**src/rtl/enc_mon_pkg.sv**
```systemverilog
package enc_mon_pkg;

    // Sequencer states of the period monitor
    typedef enum logic [1:0] {
        MON_WAIT_EDGE = 2'd0,  // no edge seen since reset
        MON_FIRST     = 2'd1,  // measuring the first period
        MON_TRACK     = 2'd2   // every period yields a difference
    } mon_state_e;

    // Default width of the reported difference
    localparam int MON_DIFF_W_DEF = 8;

    // Minimum synchronizer depth that is accepted
    localparam int MON_SYNC_MIN = 2;

endpackage

```
**src/rtl/enc_sync_edge.sv**
```systemverilog
module enc_sync_edge #(
    parameter int STAGES = 2
) (
    input  logic clk,
    input  logic rst,
    input  logic raw_i,
    output logic rise_o
);

    logic [STAGES-1:0] chain_q;
    logic              last_q;

    // Flop chain that resolves metastability on the raw input
    genvar gi;
    generate
        for (gi = 0; gi < STAGES; gi++) begin : g_stage
            if (gi == 0) begin : g_head
                always_ff @(posedge clk) begin
                    if (rst) chain_q[0] <= 1'b0;
                    else     chain_q[0] <= raw_i;
                end
            end else begin : g_body
                always_ff @(posedge clk) begin
                    if (rst) chain_q[gi] <= 1'b0;
                    else     chain_q[gi] <= chain_q[gi-1];
                end
            end
        end
    endgenerate

    // Copy of the synchronized level, one cycle older
    always_ff @(posedge clk) begin
        if (rst) last_q <= 1'b0;
        else     last_q <= chain_q[STAGES-1];
    end

    assign rise_o = chain_q[STAGES-1] & ~last_q;

endmodule

```
**src/rtl/enc_period_ctr.sv**
```systemverilog
module enc_period_ctr #(
    parameter int CNT_W = 18
) (
    input  logic             clk,
    input  logic             rst,
    input  logic             restart_i,
    output logic [CNT_W-1:0] count_o
);

    localparam logic [CNT_W-1:0] CAP = '1;
    localparam logic [CNT_W-1:0] ONE = CNT_W'(1);

    logic [CNT_W-1:0] count_q;
    logic             at_cap;

    assign at_cap = (count_q == CAP);

    // Restart loads 1 so that, at the next edge, the count equals the
    // number of cycles that have elapsed since the previous edge.
    always_ff @(posedge clk) begin
        if (rst)            count_q <= '0;
        else if (restart_i) count_q <= ONE;
        else if (!at_cap)   count_q <= count_q + ONE;
    end

    assign count_o = count_q;

endmodule

```
**src/rtl/enc_window_cmp.sv**
```systemverilog
module enc_window_cmp #(
    parameter int CNT_W = 18,
    parameter int LO    = 14285,
    parameter int HI    = 250000
) (
    input  logic [CNT_W-1:0] value_i,
    output logic             inside_o
);

    localparam logic [CNT_W-1:0] LO_V = CNT_W'(LO);
    localparam logic [CNT_W-1:0] HI_V = CNT_W'(HI);

    logic above_lo;
    logic below_hi;

    assign above_lo = (value_i >= LO_V);
    assign below_hi = (value_i <= HI_V);
    assign inside_o = above_lo & below_hi;

endmodule

```
**src/rtl/enc_diff_sat.sv**
```systemverilog
module enc_diff_sat #(
    parameter int IN_W  = 18,
    parameter int OUT_W = 8
) (
    input  logic [IN_W-1:0]         cur_i,
    input  logic [IN_W-1:0]         prev_i,
    output logic signed [OUT_W-1:0] diff_o
);

    localparam int FW   = IN_W + 1;
    localparam int HI_I = (2 ** (OUT_W - 1)) - 1;
    localparam int LO_I = -(2 ** (OUT_W - 1));

    // Full-width signed difference, which can never overflow
    logic signed [FW-1:0] full;

    assign full = $signed({1'b0, cur_i}) - $signed({1'b0, prev_i});

    generate
        if (FW > OUT_W) begin : g_clamp
            localparam logic signed [FW-1:0] HI_V = FW'(HI_I);
            localparam logic signed [FW-1:0] LO_V = FW'(LO_I);
            logic over;
            logic under;

            assign over  = (full > HI_V);
            assign under = (full < LO_V);

            always_comb begin
                if (over)       diff_o = OUT_W'(HI_I);
                else if (under) diff_o = OUT_W'(LO_I);
                else            diff_o = full[OUT_W-1:0];
            end
        end else begin : g_wide
            // The output is wide enough for any difference: sign-extend only
            assign diff_o = OUT_W'(full);
        end
    endgenerate

endmodule

```
**src/rtl/enc_period_monitor.sv**
```systemverilog
module enc_period_monitor
    import enc_mon_pkg::*;
#(
    parameter  int CLK_HZ      = 50_000_000,
    parameter  int FMIN_HZ     = 200,
    parameter  int FMAX_HZ     = 3500,
    parameter  int DIFF_W      = MON_DIFF_W_DEF,
    parameter  int SYNC_STAGES = MON_SYNC_MIN,
    localparam int PER_MIN     = CLK_HZ / FMAX_HZ,
    localparam int PER_MAX     = CLK_HZ / FMIN_HZ,
    localparam int CNT_W       = $clog2(PER_MAX + 1)
) (
    input  logic                     clk,
    input  logic                     rst,
    input  logic                     enc_in,
    output logic [CNT_W-1:0]         period_o,
    output logic                     in_range_o,
    output logic signed [DIFF_W-1:0] diff_o,
    output logic                     diff_vld_o
);

    mon_state_e state_q;
    mon_state_e state_d;

    logic                     edge_rise;
    logic [CNT_W-1:0]         live_count;
    logic                     live_inside;
    logic signed [DIFF_W-1:0] live_diff;

    logic [CNT_W-1:0]         period_q;
    logic                     in_range_q;
    logic signed [DIFF_W-1:0] diff_q;
    logic                     diff_vld_q;

    // Synchronizer and rising-edge detector
    enc_sync_edge #(
        .STAGES (SYNC_STAGES)
    ) u_sync (
        .clk    (clk),
        .rst    (rst),
        .raw_i  (enc_in),
        .rise_o (edge_rise)
    );

    // Counter that stops at its maximum and restarts on every edge
    enc_period_ctr #(
        .CNT_W     (CNT_W)
    ) u_ctr (
        .clk       (clk),
        .rst       (rst),
        .restart_i (edge_rise),
        .count_o   (live_count)
    );

    // Check of the legal period window
    enc_window_cmp #(
        .CNT_W    (CNT_W),
        .LO       (PER_MIN),
        .HI       (PER_MAX)
    ) u_win (
        .value_i  (live_count),
        .inside_o (live_inside)
    );

    // Clamped difference between the ending period and the stored one
    enc_diff_sat #(
        .IN_W   (CNT_W),
        .OUT_W  (DIFF_W)
    ) u_diff (
        .cur_i  (live_count),
        .prev_i (period_q),
        .diff_o (live_diff)
    );

    // Next-state logic: arm, seed and step transitions
    always_comb begin
        state_d = state_q;
        unique case (state_q)
            MON_WAIT_EDGE: if (edge_rise) state_d = MON_FIRST;
            MON_FIRST:     if (edge_rise) state_d = MON_TRACK;
            MON_TRACK:     state_d = MON_TRACK;
            default:       state_d = MON_WAIT_EDGE;
        endcase
    end

    // State register
    always_ff @(posedge clk) begin
        if (rst) state_q <= MON_WAIT_EDGE;
        else     state_q <= state_d;
    end

    // Output register, updated in the cycle after a period completes
    always_ff @(posedge clk) begin
        if (rst) begin
            period_q   <= '0;
            in_range_q <= 1'b0;
            diff_q     <= '0;
            diff_vld_q <= 1'b0;
        end else begin
            diff_vld_q <= 1'b0;
            if (edge_rise) begin
                unique case (state_q)
                    MON_WAIT_EDGE: begin
                        // arm: the count so far has no meaning
                    end
                    MON_FIRST: begin
                        period_q   <= live_count;
                        in_range_q <= live_inside;
                    end
                    MON_TRACK: begin
                        period_q   <= live_count;
                        in_range_q <= live_inside;
                        diff_q     <= live_diff;
                        diff_vld_q <= 1'b1;
                    end
                    default: begin
                        diff_vld_q <= 1'b0;
                    end
                endcase
            end
        end
    end

    assign period_o   = period_q;
    assign in_range_o = in_range_q;
    assign diff_o     = diff_q;
    assign diff_vld_o = diff_vld_q;

endmodule

```
**config.mk**
```make
export PLATFORM = sky130hd
export DESIGN_NAME = enc_period_monitor
export DESIGN_NICKNAME = d
export VERILOG_FILES = /design/src/rtl/enc_mon_pkg.sv /design/src/rtl/enc_sync_edge.sv /design/src/rtl/enc_period_ctr.sv /design/src/rtl/enc_window_cmp.sv /design/src/rtl/enc_diff_sat.sv /design/src/rtl/enc_period_monitor.sv
export SDC_FILE = /design/constraint.sdc
export NUM_CORES = 1
export LEC_CHECK = 0
export BUFFER_PORTS_ARGS = -buffer_cell sky130_fd_sc_hd__buf_2
export CORE_UTILIZATION = 47
export CTS_CLUSTER_DIAMETER = 200
export DETAILED_ROUTE_END_ITERATION = 16
export PLACE_DENSITY = 0.7
export RECOVER_POWER = 50
export SLEW_MARGIN = 25
export SYNTH_ARGS = -nofsm -noshare
export SYNTH_HDL_FRONTEND = slang
export SYNTH_SLANG_ARGS = --single-unit
```
**constraint.sdc**
```tcl
create_clock -name clk -period 3.74 [get_ports clk]
set_clock_uncertainty 0.2 [all_clocks]
set_input_delay 0.187 -clock clk [delete_from_list [all_inputs] [get_ports clk]]
set_output_delay 0.187 -clock clk [all_outputs]
set_load 0.005 [all_outputs]
```
* After elaboration in Yosys (flattened, before gate mapping) *
Cells that the tools add are included.

word-level totals
  memories kept = 0
  logic and storage cells = 41
  RAM bits = 0
  ROM bits = 0
  input port bits = 3
  latch bits = 0
  output and inout port bits = 28
  register bits = 51

operators by class
  multiplexer cells = 8
  div/mod/pow operators = 0
  bitwise operators = 4
  order comparisons = 4
  reductions and logical operators = 7
  shifts and indexed selects = 0
  equal/unequal tests = 6
  $mul = 0
  $add $sub $neg = 2

operators by type and width
  kind                     count
  $gt A19 B8 Y1 const B    1
  $lt A19 B8 Y1 const B    1
  $sub A18 B18 Y19         1
  $add A18 B1 Y18 const B  1
  $eq A18 B18 Y1 const B   1
  $ge A18 B14 Y1 const B   1
  $le A18 B18 Y1 const B   1
  $mux W8                  2
  $ne A2 B2 Y1 const B     3
  $pmux W2 S3              1
  $reduce_and A2 Y1        3
  $reduce_or A2 Y1         3
  $mux W2                  2
  $mux W1                  3
  $and A1 B1 Y1            2
  $eq A2 B1 Y1 const B     1
  $eq A2 B2 Y1 const B     1
  $logic_not A2 Y1         1
  $not A1 Y1               2

* Logic depth before layout (Yosys ltp) *
Gate-level depths: netlist (run 1).

  word-level depth = 4
  depth in mapped cells = 12
  gate-level depth less buffers = 12

* By module *
Synthesis (run 1) repeated with hierarchy kept, for this count alone.

unflattened totals
  cell total of the unflattened synthesis = 470
  area total of the unflattened synthesis = 3,908.7 um^2

by module, submodules not included
  module              area each (um^2)  sequential area each (um^2)  instances  cells each
  enc_period_monitor  1,445.1           600.6                        1          141
  enc_diff_sat        1,333.8           0.0                          1          194
  enc_period_ctr      918.4             360.3                        1          110
  enc_window_cmp      123.9             0.0                          1          18
  enc_sync_edge       87.6              60.1                         1          7

* Worst setup path before layout (run 1) *
OpenSTA, ideal clock, no wires.

  path kind = flip-flop to flip-flop
  start point = register u_ctr.count_q[0], in the netlist u_ctr.count_o[0]
  end point = register diff_q[2], in the netlist diff_o[2]
  arrival time = 3,408 ps
  clock period less this slack = 3,693 ps
  cell stages (with the launch flop) = 13
  path slack = 47 ps
  path through = dfxtp_1 > inv_1 > ha_1 > fa_1 > nor2b_2 > o31a_2 > nor4b_2 > or4_1 > and4b_1 > or4_4 > a2111oi_4 > o21ai_0 > a211oi_1

between the ends
  word-level cells in the longest chain between the ends = 4

RTL lines
  element                 RTL line                   text
  start, declared         enc_period_ctr.sv:13       logic [CNT_W-1:0] count_q;
  start signal, assigned  enc_period_ctr.sv:23       else if (!at_cap) count_q <= count_q + ONE;
  $sub A18 B18 Y19 (*)    enc_diff_sat.sv:17         assign full = $signed({1'b0, cur_i}) - $signed({1'b0, prev_i});
  $lt A19 B8 Y1           enc_diff_sat.sv:27         assign under = (full < LO_V);
  $mux W8                 enc_diff_sat.sv:31         else if (under) diff_o = OUT_W'(LO_I);
  $mux W8 (*)             enc_diff_sat.sv:30         if (over) diff_o = OUT_W'(HI_I);
  end signal, assigned    enc_period_monitor.sv:113  diff_q <= live_diff;
  end, declared           enc_period_monitor.sv:32   logic signed [DIFF_W-1:0] diff_q;

Every way passes the cells marked *; elsewhere a longest branch is shown, timed or not.
A chain may end at the register's enable or synchronous reset.

* Final worst setup path (run 1) *
Same ends and word-level chain as after synthesis.

==> results of run 1 <==
## final timing paths
kind / endpoint / slack [ns] / depth (start not counted)
setup / recovery: diff_o[2] / 0.16 / 13
hold / removal: state_q[1] / 0.19 / 2
setup reg to reg: diff_o[2] / 0.16 / 13
hold reg to reg: u_sync.chain_q[1] / 0.25 / 1
## routing by layer
metal  global-route usage, %  share of wire (%)  vias to the layer above
met4                    8.48                1.9                        0
met3                    2.95                2.9                       14
met1                    31.9                 49                     1447
met5                       0                  0                        -
met2                    37.7                 46                       60
li1                        -                  -                     1634
## layout make-up
class                   count  area [um^2]
clock buffers               5         68.8
fillers                   652         2970
multi-input cells         342         2140
clock inverters             3         67.6
flip-flops and latches     51         1020
repair buffers             57          337
well taps                  96          120
inverters                  29          109
## sequential cells by signal, indices dropped and copies added (netlist names)
name / cells
u_sync.chain_q: 2
u_sync.last_q: 1
diff_o: 8
u_ctr.count_o: 18
diff_vld_o: 1
in_range_o: 1
state_q: 2
period_o: 18
## cells by family (layout without fill, tap and decap cells)
family / after synthesis / after routing / synth area share (%)
compound gates: 115 / 115 / 21.8
xor+xnor: 20 / 20 / 5.24
fa+ha+maj: 26 / 26 / 9.96
buf+inv: 47 / 94 / 5.92
flops: 51 / 51 / 30.6
mux: 3 / 3 / 0.899
simple gates: 178 / 178 / 25.6
## worst register-to-register path: cells and delay by family, from the launching register on
family,cells,cell delay (ns)
adder cells (fa/ha/maj),2,0.56
buffers and inverters,2,0.24
AO/OA/AOI/OAI,4,0.70
AND/OR/NAND/NOR,5,1.45
flip-flops,1,0.33
## stage by stage
step | area, um^2 | util (%) | TNS, ns
2_1_floorplan | 3340 | - | 0
4_1_cts | 3860 | 56.5 | 0
3_3_place_gp | 3700 | 54.2 | 0
5_1_grt | 3860 | 56.5 | -0.0499
6_report | 3860 | 56.5 | 0
3_5_place_dp | 3700 | 54.2 | -0.0777
## power breakdown
part | switching, mW | total (mW) | leakage, nW | internal, mW
Sequential | 0.00241 | 0.550 | 0.412 | 0.548
Combinational | 0.0704 | 0.123 | 1.02 | 0.0522
Clock | 0.192 | 0.459 | 0.0644 | 0.267
Total | 0.265 | 1.13 | 1.50 | 0.867
## synthesized netlist by cell type (3+ instances only)
| cell | number | area (um^2) |
|---|---|---|
| sky130_fd_sc_hd__a211oi_1 | 12 | 90.1 |
| sky130_fd_sc_hd__a21oi_1 | 42 | 210 |
| sky130_fd_sc_hd__a31oi_1 | 5 | 31.3 |
| sky130_fd_sc_hd__and2_1 | 5 | 31.3 |
| sky130_fd_sc_hd__and3_1 | 4 | 25.0 |
| sky130_fd_sc_hd__and4_1 | 3 | 26.3 |
| sky130_fd_sc_hd__buf_1 | 3 | 11.3 |
| sky130_fd_sc_hd__buf_4 | 3 | 22.5 |
| sky130_fd_sc_hd__clkbuf_1 | 9 | 33.8 |
| sky130_fd_sc_hd__dfxtp_1 | 51 | 1020 |
| sky130_fd_sc_hd__ha_1 | 25 | 313 |
| sky130_fd_sc_hd__inv_1 | 29 | 109 |
| sky130_fd_sc_hd__mux2i_1 | 3 | 30.0 |
| sky130_fd_sc_hd__nand2_1 | 58 | 218 |
| sky130_fd_sc_hd__nand2b_1 | 6 | 37.5 |
| sky130_fd_sc_hd__nand3_1 | 18 | 90.1 |
| sky130_fd_sc_hd__nand4_1 | 6 | 37.5 |
| sky130_fd_sc_hd__nor2_1 | 48 | 180 |
| sky130_fd_sc_hd__nor2b_1 | 9 | 56.3 |
| sky130_fd_sc_hd__nor3_1 | 5 | 25.0 |
| sky130_fd_sc_hd__nor4_1 | 4 | 25.0 |
| sky130_fd_sc_hd__o211ai_1 | 5 | 37.5 |
| sky130_fd_sc_hd__o21a_1 | 4 | 30.0 |
| sky130_fd_sc_hd__o21ai_0 | 21 | 105 |
| sky130_fd_sc_hd__o21bai_1 | 4 | 30.0 |
| sky130_fd_sc_hd__o31ai_1 | 4 | 30.0 |
| sky130_fd_sc_hd__xnor2_1 | 6 | 52.6 |
| sky130_fd_sc_hd__xor2_1 | 14 | 123 |
## what timing repair did
action | CTS | global route
hold buffers | 1 | 0
gates resized for setup | 3 | 5
hold endpoints to repair | 1 | 0
pin swaps | 1 | 6
setup buffers | 1 | 1
endpoints found under the setup margin | 5 | 7
==> tab_implementation.tex, run 1 <==
\begin{tabular}{lr}
\hline
Metric & Value \\
\hline
\multicolumn{2}{l}{\textbf{Run status}} \\
\quad Run status & complete, no violations \\
\multicolumn{2}{l}{\textbf{Final layout}} \\
\quad Layout cells sized above 1 & between 10\% and 20\% \\
\quad Most common cell after layout, fill and taps aside & sky130\_fd\_sc\_hd\_\_nand2\_1 \\
\quad Most used cells in the layout excluding fill and tap cells & sky130\_fd\_sc\_hd\_\_nand2\_1, sky130\_fd\_sc\_hd\_\_dfxtp\_1, sky130\_fd\_sc\_hd\_\_nor2\_1 \\
\quad Non-filler instance count after layout & between 500 and 600 \\
\quad Antenna fix cells & 0 \\
\quad Final \#Nets & between 500 and 600 \\
\quad Layout area overhead & 15.6\% \\
\multicolumn{2}{l}{\textbf{Route}} \\
\quad Vias/cell & approximately 5.4 \\
\quad Initial DRT Pass Iterations & 5 \\
\quad Post-detailed-route wirelength per cell & about 14 um \\
\quad Post-route DRC & 0 \\
\quad Post-route antenna net violation count & 0 \\
\quad Number of DRC markers in iteration 0 & 259 \\
\quad Total length of routed wires & approximately 8.2 mm \\
\quad Total via count in the routed design & between 3000 and 4000 \\
\multicolumn{2}{l}{\textbf{Clock tree}} \\
\quad Inserted Clock Buffers & 5 \\
\quad Clock transition at the registers of the reported paths & 0.10 ns \\
\quad Worst-Skew Late Latency & approximately 0.31 ns \\
\quad Cell chosen for the clock root & sky130\_fd\_sc\_hd\_\_clkbuf\_8 \\
\quad Clk sinks & 51 \\
\quad TritonCTS clock tree & built \\
\quad Number of H-tree branching levels & 2 \\
\quad Max Buffers Root-to-Sink & 2 \\
\multicolumn{2}{l}{\textbf{Power}} \\
\quad Total power consumption of the routed design & about 1.1 mW \\
\quad Power density of the placed cells & around 300 nW/um\^{}2 \\
\quad Worst supply voltage drop on vdd & about 200 uV \\
\quad Static leakage & around 1.5 nW \\
\multicolumn{2}{l}{\textbf{Hold path}} \\
\quad Start point of the worst hold path & rst \\
\quad Path category of the worst min-delay check & input port to register \\
\multicolumn{2}{l}{\textbf{Synthesis}} \\
\quad Seq/Total Area, Yosys & approximately 30\% \\
\quad Number of enable-type register cells in the synthesized netlist & 0 \\
\quad Primary FF master, synth & sky130\_fd\_sc\_hd\_\_dfxtp\_1 \\
\quad Gate count after technology mapping & 440 \\
\quad Post-synth net total & 469 \\
\quad Synth cell types & between 50 and 60 \\
\quad Post-synthesis register bit count & 51 \\
\quad Mean instance size in the synthesized netlist & 7.59 um\^{}2 \\
\quad Share of synthesized registers carrying an async set or reset & 0\% \\
\quad Synthesis warning total & 0 \\
\quad Synthesized cell area & roughly 3300 um\^{}2 \\
\multicolumn{2}{l}{\textbf{Floorplan}} \\
\quad Std cell rows & 30 \\
\quad Initial Utilization & between 40 and 50\% \\
\quad Placeable core area & 6830 um\^{}2 \\
\quad Number of top-level pins & 31 \\
\quad DIE AREA & between 7000 and 8000 um\^{}2 \\
\quad Die Height & 86.3 um \\
\quad Die width & 86.3 um \\
\multicolumn{2}{l}{\textbf{Critical path}} \\
\quad Cell family contributing the most delay on the critical path & simple AND/OR/NAND/NOR gates \\
\quad Largest fanout on the critical path & 7 \\
\quad Peak per-stage delay on the critical path & between 0.5 and 0.6 ns \\
\quad Startpoint of the most critical setup path & u\_ctr.count\_o[0] \\
\quad Cell breakdown of the critical path & inv\_1, ha\_2, fa\_2, nor2b\_2, o31a\_2, nor4b\_2, or4\_1, and4b\_1, or4\_4, a2111oi\_4, buf\_4, o21ai\_0, a211oi\_1 \\
\quad Endpoint type of the worst setup path & register \\
\quad Count of buffering cells on the critical path with inverters included & 2 \\
\quad Required time at the endpoint of the critical path & 3.77 ns \\
\quad Highest-delay cell along the critical path & sky130\_fd\_sc\_hd\_\_or4\_4 \\
\quad Startpoint Class & register \\
\quad Reg2Reg Launch Point & u\_ctr.count\_o[0] \\
\quad Data arrival time of the critical path & around 3.6 ns \\
\quad Classification of the worst setup path & register to register \\
\multicolumn{2}{l}{\textbf{Timing}} \\
\quad Number of hold violations in the final report & 0 \\
\quad Setup-violating endpoint count in the final report & 0 \\
\quad Worst hold margin & approximately 0.19 ns \\
\quad Remaining max-slew budget at the tightest pin & between 20\% and 30\% \\
\quad Final worst slack & roughly 0.16 ns \\
\quad Transition time of the tightest slew-check pin & about 1.1 ns \\
\quad Pins over their slew limit & 0 \\
\quad Period utilisation layout & 95.7\% \\
\quad Achievable frequency & 279 MHz \\
\quad Time the worst path needs with I/O delays and setup & 3.58 ns \\
\multicolumn{2}{l}{\textbf{Global routing}} \\
\quad Antenna violations before repair & 0 \\
\quad Total overflow reported by the global router & 0 \\
\quad Total routing usage reported by global routing & a little under a quarter \\
\quad Global-route wire length before repair & $\sim$14 mm \\
\quad Via count of the first global-routing pass & just under 3000 \\
\quad Maximum number of pins on one net before global-route repair & 36 \\
\multicolumn{2}{l}{\textbf{Placement}} \\
\quad Total of buffers placed on input and output ports & 30 \\
\quad Gpl congestion & 0.951 \\
\quad Pre-CTS worst setup slack & -0.0451 ns \\
\quad DPL Wire Length & 6.16 mm \\
\quad Cell Count Post-Placement & roughly 570 \\
\multicolumn{2}{l}{\textbf{Run}} \\
\quad MaxCap Viol Count & 0 \\
\hline
\end{tabular}
Power figures use the tool's default switching activity.
==> inputs of run 2 (changes only) <==
--- a/config.mk
+++ b/config.mk
@@ -5,10 +5,12 @@
 export SDC_FILE = /design/constraint.sdc
 export NUM_CORES = 1
 export LEC_CHECK = 0
+export ABC_AREA = 1
 export BUFFER_PORTS_ARGS = -buffer_cell sky130_fd_sc_hd__buf_2
 export CORE_UTILIZATION = 47
 export CTS_CLUSTER_DIAMETER = 200
 export DETAILED_ROUTE_END_ITERATION = 16
+export GPL_TIMING_DRIVEN = 0
 export PLACE_DENSITY = 0.7
 export RECOVER_POWER = 50
 export SLEW_MARGIN = 25
==> tab_implementation.tex, run 2 <==
\begin{tabular}{lr}
\hline
Metric & Value \\
\hline
\multicolumn{2}{l}{\textbf{Critical path}} \\
\quad Startpoint Class & register \\
\quad Largest fanout on the critical path & 7 \\
\quad Data arrival time of the critical path & a little under 3 ns \\
\quad Reg2Reg Launch Point & u\_ctr.count\_o[0] \\
\quad Required time at the endpoint of the critical path & 3.73 ns \\
\quad Startpoint of the most critical setup path & u\_ctr.count\_o[0] \\
\quad Classification of the worst setup path & register to register \\
\quad Endpoint type of the worst setup path & register \\
\multicolumn{2}{l}{\textbf{Hold path}} \\
\quad Path category of the worst min-delay check & input port to register \\
\quad Start point of the worst hold path & rst \\
\multicolumn{2}{l}{\textbf{Clock tree}} \\
\quad Gates resized, CTS repair & 0 \\
\quad Max Buffers Root-to-Sink & 2 \\
\quad Clk sinks & a little over 50 \\
\quad Number of H-tree branching levels & 2 \\
\quad Cell chosen for the clock root & sky130\_fd\_sc\_hd\_\_clkbuf\_8 \\
\quad Number of buffers inserted by post-CTS setup repair & 0 \\
\quad Inserted Clock Buffers & 5 \\
\quad Worst-Skew Late Latency & around 0.30 ns \\
\quad Clock transition at the registers of the reported paths & $\sim$0.1 ns \\
\quad TritonCTS clock tree & built \\
\quad Number of buffers inserted for hold repair after clock tree synthesis & 1 \\
\multicolumn{2}{l}{\textbf{Timing}} \\
\quad Setup-violating endpoint count in the final report & 0 \\
\quad Time the worst path needs with I/O delays and setup & between 2 and 3 ns \\
\quad Achievable frequency & 338 MHz \\
\quad Pins over their slew limit & 0 \\
\quad Remaining max-slew budget at the tightest pin & a little over three fifths \\
\quad Number of hold violations in the final report & 0 \\
\quad Setup tns final & 0 ns \\
\quad RSZ-0062 raised after global routing & no \\
\quad Period utilisation layout & approximately four fifths \\
\quad Transition time of the tightest slew-check pin & $\sim$0.55 ns \\
\multicolumn{2}{l}{\textbf{Floorplan}} \\
\quad Std cell rows & 31 \\
\quad Placeable core area & $\sim$7300 um\^{}2 \\
\quad DIE AREA & roughly 8000 um\^{}2 \\
\quad Number of top-level pins & 31 \\
\quad Initial Utilization & about half \\
\quad Die width & 89.3 um \\
\quad Die Height & about 90 um \\
\multicolumn{2}{l}{\textbf{Synthesis}} \\
\quad Top cells by area in the synthesized netlist & sky130\_fd\_sc\_hd\_\_dfxtp\_1, sky130\_fd\_sc\_hd\_\_nand2\_1, sky130\_fd\_sc\_hd\_\_inv\_1 \\
\quad Share of synthesized registers carrying an async set or reset & 0\% \\
\quad Post-synthesis register bit count & 51 \\
\quad Synthesis warning total & 0 \\
\quad Top-area cell type share of the netlist area & approximately 29\% \\
\quad Post-synth net total & just under 600 \\
\quad Most frequent cells after synthesis & sky130\_fd\_sc\_hd\_\_nand2\_1, sky130\_fd\_sc\_hd\_\_inv\_1, sky130\_fd\_sc\_hd\_\_dfxtp\_1 \\
\quad Mean instance size in the synthesized netlist & around 6.4 um\^{}2 \\
\quad Yosys top cell by area & sky130\_fd\_sc\_hd\_\_dfxtp\_1 \\
\quad Synthesized cell area & 3580 um\^{}2 \\
\quad Number of enable-type register cells in the synthesized netlist & 0 \\
\quad Most repeated cell in the gate-level netlist after synthesis & sky130\_fd\_sc\_hd\_\_nand2\_1 \\
\quad Seq/Total Area, Yosys & 28.5\% \\
\quad Synth cell types & 36 \\
\quad Gate count after technology mapping & $\sim$560 \\
\quad Primary FF master, synth & sky130\_fd\_sc\_hd\_\_dfxtp\_1 \\
\multicolumn{2}{l}{\textbf{Route}} \\
\quad Total via count in the routed design & $\sim$3600 \\
\quad Vias/cell & 5.12 \\
\quad Post-detailed-route wirelength per cell & 12.1 um \\
\quad Initial DRT Pass Iterations & 4 \\
\quad Total length of routed wires & roughly 8.4 mm \\
\quad Post-route antenna net violation count & 0 \\
\quad Post-route DRC & 0 \\
\quad Number of DRC markers in iteration 0 & between 150 and 200 \\
\multicolumn{2}{l}{\textbf{Final layout}} \\
\quad Fill cell instance count of the final layout & between 700 and 800 \\
\quad Final \#Nets & $\sim$620 \\
\quad Most common cell after layout, fill and taps aside & sky130\_fd\_sc\_hd\_\_nand2\_1 \\
\quad Multi-input logic area & between 2000 and 2500 um\^{}2 \\
\quad Layout cells sized above 1 & between 10\% and 20\% \\
\quad Storage cell area & 1020 um\^{}2 \\
\quad Antenna fix cells & 0 \\
\quad Layout area overhead & 10.7\% \\
\quad Most used cells in the layout excluding fill and tap cells & sky130\_fd\_sc\_hd\_\_nand2\_1, sky130\_fd\_sc\_hd\_\_inv\_1, sky130\_fd\_sc\_hd\_\_dfxtp\_1 \\
\multicolumn{2}{l}{\textbf{Power}} \\
\quad Worst supply voltage drop on vdd & around 160 uV \\
\quad Power density of the placed cells & $\sim$360 nW/um\^{}2 \\
\quad Total power consumption of the routed design & around 1.4 mW \\
\quad Static leakage & just under 2 nW \\
\multicolumn{2}{l}{\textbf{Global routing}} \\
\quad Global-route wire length before repair & $\sim$14 mm \\
\quad Via count of the first global-routing pass & $\sim$3200 \\
\quad Total routing usage reported by global routing & between 20\% and 30\% \\
\quad Antenna violations before repair & 0 \\
\quad Total overflow reported by the global router & 0 \\
\quad Maximum number of pins on one net before global-route repair & 17 \\
\multicolumn{2}{l}{\textbf{Run status}} \\
\quad Run status & complete, no violations \\
\multicolumn{2}{l}{\textbf{Placement}} \\
\quad DPL Wire Length & about 6.9 mm \\
\quad Total of buffers placed on input and output ports & 30 \\
\quad Gpl congestion & between 0.8 and 0.9 \\
\multicolumn{2}{l}{\textbf{Run}} \\
\quad MaxCap Viol Count & 0 \\
\hline
\end{tabular}
run 2: cell count changes in the layout (fill, tap and decap cells not counted), moves of 8 or more:
cell / change
sky130_fd_sc_hd__a211oi_1: -11
sky130_fd_sc_hd__a21oi_1: +9
sky130_fd_sc_hd__buf_4: -24
sky130_fd_sc_hd__clkbuf_1: +12
sky130_fd_sc_hd__inv_1: +62
sky130_fd_sc_hd__inv_2: +12
sky130_fd_sc_hd__nand2_1: +87
sky130_fd_sc_hd__nand2_2: +14
sky130_fd_sc_hd__nand3_1: +10
sky130_fd_sc_hd__nor2_1: -16
sky130_fd_sc_hd__nor2b_1: -9
sky130_fd_sc_hd__o21ai_0: +16
sky130_fd_sc_hd__xor2_1: -8
run 2: worst paths after layout:
kind         slack, ns  cells after the start                end
min reg2reg       0.21                      2  u_sync.chain_q[1]
max reg2reg       0.78                     19          diff_o[1]
min               0.07                      4  u_ctr.count_o[15]
max               0.78                     19          diff_o[1]
run 2: through the flow:
| step | util, % | instances | hold slack [ns] | area (um^2) | setup WS, ns |
|---|---|---|---|---|---|
| 6_report | 54.3 | 695 | 0.0676 | 3960 | 0.780 |
| 5_1_grt | 54.3 | 695 | 0.0843 | 3960 | 0.543 |
| 4_1_cts | 54.7 | 695 | 0.0627 | 3990 | 0.769 |
| 3_5_place_dp | 52.8 | 686 | 0.197 | 3850 | 0.794 |
| 3_3_place_gp | 52.8 | 686 | 0.192 | 3850 | 0.862 |
| 2_1_floorplan | - | 557 | 0.0940 | 3580 | 1.25 |
run 2: cell families (layout without fill, tap and decap cells):
| group | Yosys count | after routing | share of synthesized area, % |
|---|---|---|---|
| flip-flops | 51 | 51 | 28.5 |
| adder cells (fa/ha/maj) | 26 | 26 | 9.30 |
| buffers and inverters | 112 | 151 | 11.8 |
| AO/OA/AOI/OAI | 103 | 103 | 15.4 |
| XOR/XNOR | 10 | 10 | 2.45 |
| AND/OR/NAND/NOR | 255 | 255 | 32.5 |
run 2: layer usage:
layer	up-vias	wire, um	share of wire (%)	track usage [%]
li1	1848	-	-	-
met1	1637	3920	47	29.4
met2	59	4100	49	39.3
met3	11	285	3.4	2.68
met4	0	117	1.4	5.48
met5	-	0	0	0
run 2: area by class of cell:
class	instances	share of cell area (%)
multi-input combinational	394	53.9
sequential	51	25.8
inverter	103	9.76
timing repair buffer	31	3.47
tap	99	3.13
clock buffer	6	2.08
clock inverter	2	0.979
buffer	9	0.916
run 2: critical path, cell delays in order, from the launching register on:
cell and delay (ns):
sky130_fd_sc_hd__dfxtp_1 0.42, sky130_fd_sc_hd__inv_1 0.15, sky130_fd_sc_hd__ha_1 0.25, sky130_fd_sc_hd__fa_1 0.41
sky130_fd_sc_hd__inv_1 0.10, sky130_fd_sc_hd__nand3_1 0.08, sky130_fd_sc_hd__nand3_2 0.11, sky130_fd_sc_hd__nand2_1 0.07
sky130_fd_sc_hd__nand2_2 0.12, sky130_fd_sc_hd__nand2_1 0.08, sky130_fd_sc_hd__nand2_1 0.09, sky130_fd_sc_hd__nand2_1 0.05
sky130_fd_sc_hd__nand2_1 0.09, sky130_fd_sc_hd__nand2_1 0.06, sky130_fd_sc_hd__nor2_1 0.12, sky130_fd_sc_hd__nand2_1 0.09
sky130_fd_sc_hd__nand2_2 0.13, sky130_fd_sc_hd__nand2_1 0.07, sky130_fd_sc_hd__nand3_1 0.08, sky130_fd_sc_hd__a21oi_1 0.06
run 2: power by group:
group / leakage, nW / total (mW) / switching (mW) / internal (mW)
clock network: 0.0618 / 0.405 / 0.185 / 0.220
logic: 1.47 / 0.436 / 0.285 / 0.151
registers: 0.413 / 0.574 / 0.0131 / 0.561
total: 1.94 / 1.42 / 0.483 / 0.932
==> inputs of run 3 (changes only) <==
--- a/config.mk
+++ b/config.mk
@@ -5,7 +5,7 @@
 export SDC_FILE = /design/constraint.sdc
 export NUM_CORES = 1
 export LEC_CHECK = 0
-export ABC_AREA = 1
+export ABC_AREA = 0
 export BUFFER_PORTS_ARGS = -buffer_cell sky130_fd_sc_hd__buf_2
 export CORE_UTILIZATION = 47
 export CTS_CLUSTER_DIAMETER = 200
==> constraint.sdc (replaced) <==
create_clock -name clk -period 2.69 [get_ports clk]
set_clock_uncertainty 0.2 [all_clocks]
set_input_delay 0.1345 -clock clk [delete_from_list [all_inputs] [get_ports clk]]
set_output_delay 0.1345 -clock clk [all_outputs]
set_load 0.005 [all_outputs]
==> tab_implementation.tex, run 3 (synthesized netlist as in run 1, its figures left out) <==
\begin{tabular}{lr}
\hline
Metric & Value \\
\hline
\multicolumn{2}{l}{\textbf{Route}} \\
\quad Initial DRT Pass Iterations & 5 \\
\quad Post-detailed-route wirelength per cell & between 10 and 15 um \\
\quad Post-route antenna net violation count & 0 \\
\quad M1 wire length & between 3 and 4 mm \\
\quad Length of routed met3 wiring & 388 um \\
\quad Vias/cell & around 5.5 \\
\quad Total length of routed wires & $\sim$8.5 mm \\
\quad Total via count in the routed design & roughly 3200 \\
\quad Number of DRC markers in iteration 0 & between 100 and 150 \\
\quad Post-route DRC & 0 \\
\quad Top layer used by detailed routing & met4 \\
\quad Routed length on met2 & slightly above 4 mm \\
\multicolumn{2}{l}{\textbf{Clock tree}} \\
\quad TritonCTS clock tree & built \\
\quad Clk sinks & 51 \\
\quad Worst-Skew Late Latency & approximately 0.30 ns \\
\quad Number of H-tree branching levels & 2 \\
\quad Inserted Clock Buffers & 5 \\
\quad Clock transition at the registers of the reported paths & roughly 0.10 ns \\
\quad Max Buffers Root-to-Sink & 2 \\
\quad Cell chosen for the clock root & sky130\_fd\_sc\_hd\_\_clkbuf\_8 \\
\multicolumn{2}{l}{\textbf{Critical path}} \\
\quad RR Endpoint & diff\_o[1] \\
\quad Required time at the endpoint of the critical path & about 2.7 ns \\
\quad Classification of the worst setup path & register to register \\
\quad Slack of the worst reg-to-reg path & -0.66 ns \\
\quad Depth of the most critical reg-to-reg path & 12 \\
\quad Reg2Reg Launch Point & period\_o[9] \\
\quad Data arrival time of the critical path & 3.38 ns \\
\quad Largest fanout on the critical path & 7 \\
\quad Startpoint Class & register \\
\quad Endpoint type of the worst setup path & register \\
\multicolumn{2}{l}{\textbf{Placement}} \\
\quad Cell Count Post-Placement & 565 \\
\quad Placed cell areas & $\sim$3600 um\^{}2 \\
\quad Gpl congestion & between 0.9 and 1 \\
\quad DPL Wire Length & between 6 and 7 mm \\
\quad Total of buffers placed on input and output ports & 29 \\
\multicolumn{2}{l}{\textbf{Floorplan}} \\
\quad Die Height & 86.3 um \\
\quad DIE AREA & between 7000 and 8000 um\^{}2 \\
\quad Std cell rows & 30 \\
\quad Initial Utilization & between 40\% and 50\% \\
\quad Number of top-level pins & 31 \\
\quad Placeable core area & roughly 6800 um\^{}2 \\
\quad Die width & $\sim$86 um \\
\multicolumn{2}{l}{\textbf{Hold path}} \\
\quad Start point of the worst hold path & u\_sync.chain\_q[0] \\
\quad Worst hold path stage count & 1 \\
\quad Path category of the worst min-delay check & register to register \\
\quad Worst hold endpoint & u\_sync.chain\_q[1] \\
\multicolumn{2}{l}{\textbf{Global routing}} \\
\quad Antenna violations before repair & 0 \\
\quad Total routing usage reported by global routing & 23.5\% \\
\quad Global-route wire length before repair & about 14 mm \\
\quad Via count of the first global-routing pass & just under 3000 \\
\quad Maximum number of pins on one net before global-route repair & 16 \\
\quad Total overflow reported by the global router & 0 \\
\multicolumn{2}{l}{\textbf{Timing}} \\
\quad RSZ-0062 raised after global routing & yes \\
\quad Pins over their slew limit & 0 \\
\quad Time the worst path needs with I/O delays and setup & around 3.4 ns \\
\quad Transition time of the tightest slew-check pin & between 0.6 and 0.7 ns \\
\quad Number of hold violations in the final report & 0 \\
\quad Final worst slack & -0.664 ns \\
\quad Achievable frequency & slightly below 300 MHz \\
\quad Setup-violating endpoint count in the final report & 7 \\
\quad Period utilisation layout & 125\% \\
\quad Remaining max-slew budget at the tightest pin & roughly three fifths \\
\multicolumn{2}{l}{\textbf{Final layout}} \\
\quad Fill cell instance count of the final layout & about 660 \\
\quad Layout area overhead & 19.2\% \\
\quad Non-filler instance count after layout & 582 \\
\quad Most used cells in the layout excluding fill and tap cells & sky130\_fd\_sc\_hd\_\_nand2\_1, sky130\_fd\_sc\_hd\_\_nor2\_1, sky130\_fd\_sc\_hd\_\_dfxtp\_1 \\
\quad Post-route cell area & between 3000 and 4000 um\^{}2 \\
\quad Multi-input logic area & around 2300 um\^{}2 \\
\quad Storage cell area & 1040 um\^{}2 \\
\quad Antenna fix cells & 0 \\
\quad Most common cell after layout, fill and taps aside & sky130\_fd\_sc\_hd\_\_nand2\_1 \\
\quad Layout cells sized above 1 & 18.3\% \\
\quad Final \#Nets & 514 \\
\multicolumn{2}{l}{\textbf{Power}} \\
\quad Worst supply voltage drop on vdd & around 280 uV \\
\quad Power density of the placed cells & roughly 360 nW/um\^{}2 \\
\quad Static leakage & $\sim$1.5 nW \\
\multicolumn{2}{l}{\textbf{Run status}} \\
\quad Run status & complete, but fails checks \\
\quad Violated checks & setup timing \\
\multicolumn{2}{l}{\textbf{Run}} \\
\quad MaxCap Viol Count & 0 \\
\hline
\end{tabular}
## run 3: cell type report
type	instances	share of cell area, %
multi-input combinational	342	58.0
sequential	51	26.1
timing repair buffer	38	5.37
tap	96	3.02
inverter	29	2.80
clock buffer	7	2.42
buffer	18	2.11
clock inverter	1	0.189
## run 3: per-layer routing
metal | track usage (%) | vias up
met5 | 0 | -
met1 | 31.1 | 1492
met2 | 39.4 | 85
li1 | - | 1628
met3 | 3.62 | 8
met4 | 7.12 | 0
## run 3: stage by stage
step           setup TNS [ns]  setup slack, ns  util, %  total power, mW  hold WS [ns]
4_1_cts                 -5.38           -0.804     57.3             1.45         0.263
6_report                -4.50           -0.664     58.3             1.44         0.262
3_3_place_gp            -7.85            -1.10     53.2            0.939         0.141
5_1_grt                 -5.22           -0.793     58.3             1.50         0.290
2_1_floorplan           -4.93           -0.706        -            0.908        0.0627
3_5_place_dp            -8.75            -1.22     53.2            0.942         0.145
## run 3: timing repair
item	in CTS	in global routing
gates resized for setup	24	26
buffers inserted	6	1
hold buffers	2	0
gates cloned	0	0
endpoints found under the hold margin	4	0
endpoints found under the setup margin	13	22
pin swaps	10	8
## run 3: critical path: stages (launching register included)
cell and delay, ns:
sky130_fd_sc_hd__dfxtp_2 0.37, sky130_fd_sc_hd__inv_1 0.08, sky130_fd_sc_hd__ha_4 0.31, sky130_fd_sc_hd__and4_1 0.24
sky130_fd_sc_hd__or2b_1 0.12, sky130_fd_sc_hd__o22ai_2 0.10, sky130_fd_sc_hd__or4_1 0.49, sky130_fd_sc_hd__and4b_1 0.21
sky130_fd_sc_hd__or4_4 0.50, sky130_fd_sc_hd__a2111oi_4 0.21, sky130_fd_sc_hd__buf_6 0.18, sky130_fd_sc_hd__o21bai_1 0.07
sky130_fd_sc_hd__a211oi_1 0.21
## run 3: how the worst max path moves through the flow
stage	startpoint	endpoint	cells after the start
after detailed placement	u_ctr.count_o[12]	diff_o[1]	9
final	period_o[9]	diff_o[1]	12
after global placement	u_ctr.count_o[12]	diff_o[1]	9
after global routing	u_ctr.count_o[0]	diff_o[1]	13
after floorplan	u_ctr.count_o[0]	diff_o[0]	12
after CTS	u_ctr.count_o[0]	diff_o[1]	13
## run 3: report_power, final
group | internal, mW | total [mW] | switching [mW]
sequential | 0.762 | 0.770 | 0.00827
clock | 0.235 | 0.492 | 0.258
combinational | 0.0772 | 0.177 | 0.0997
total | 1.07 | 1.44 | 0.366
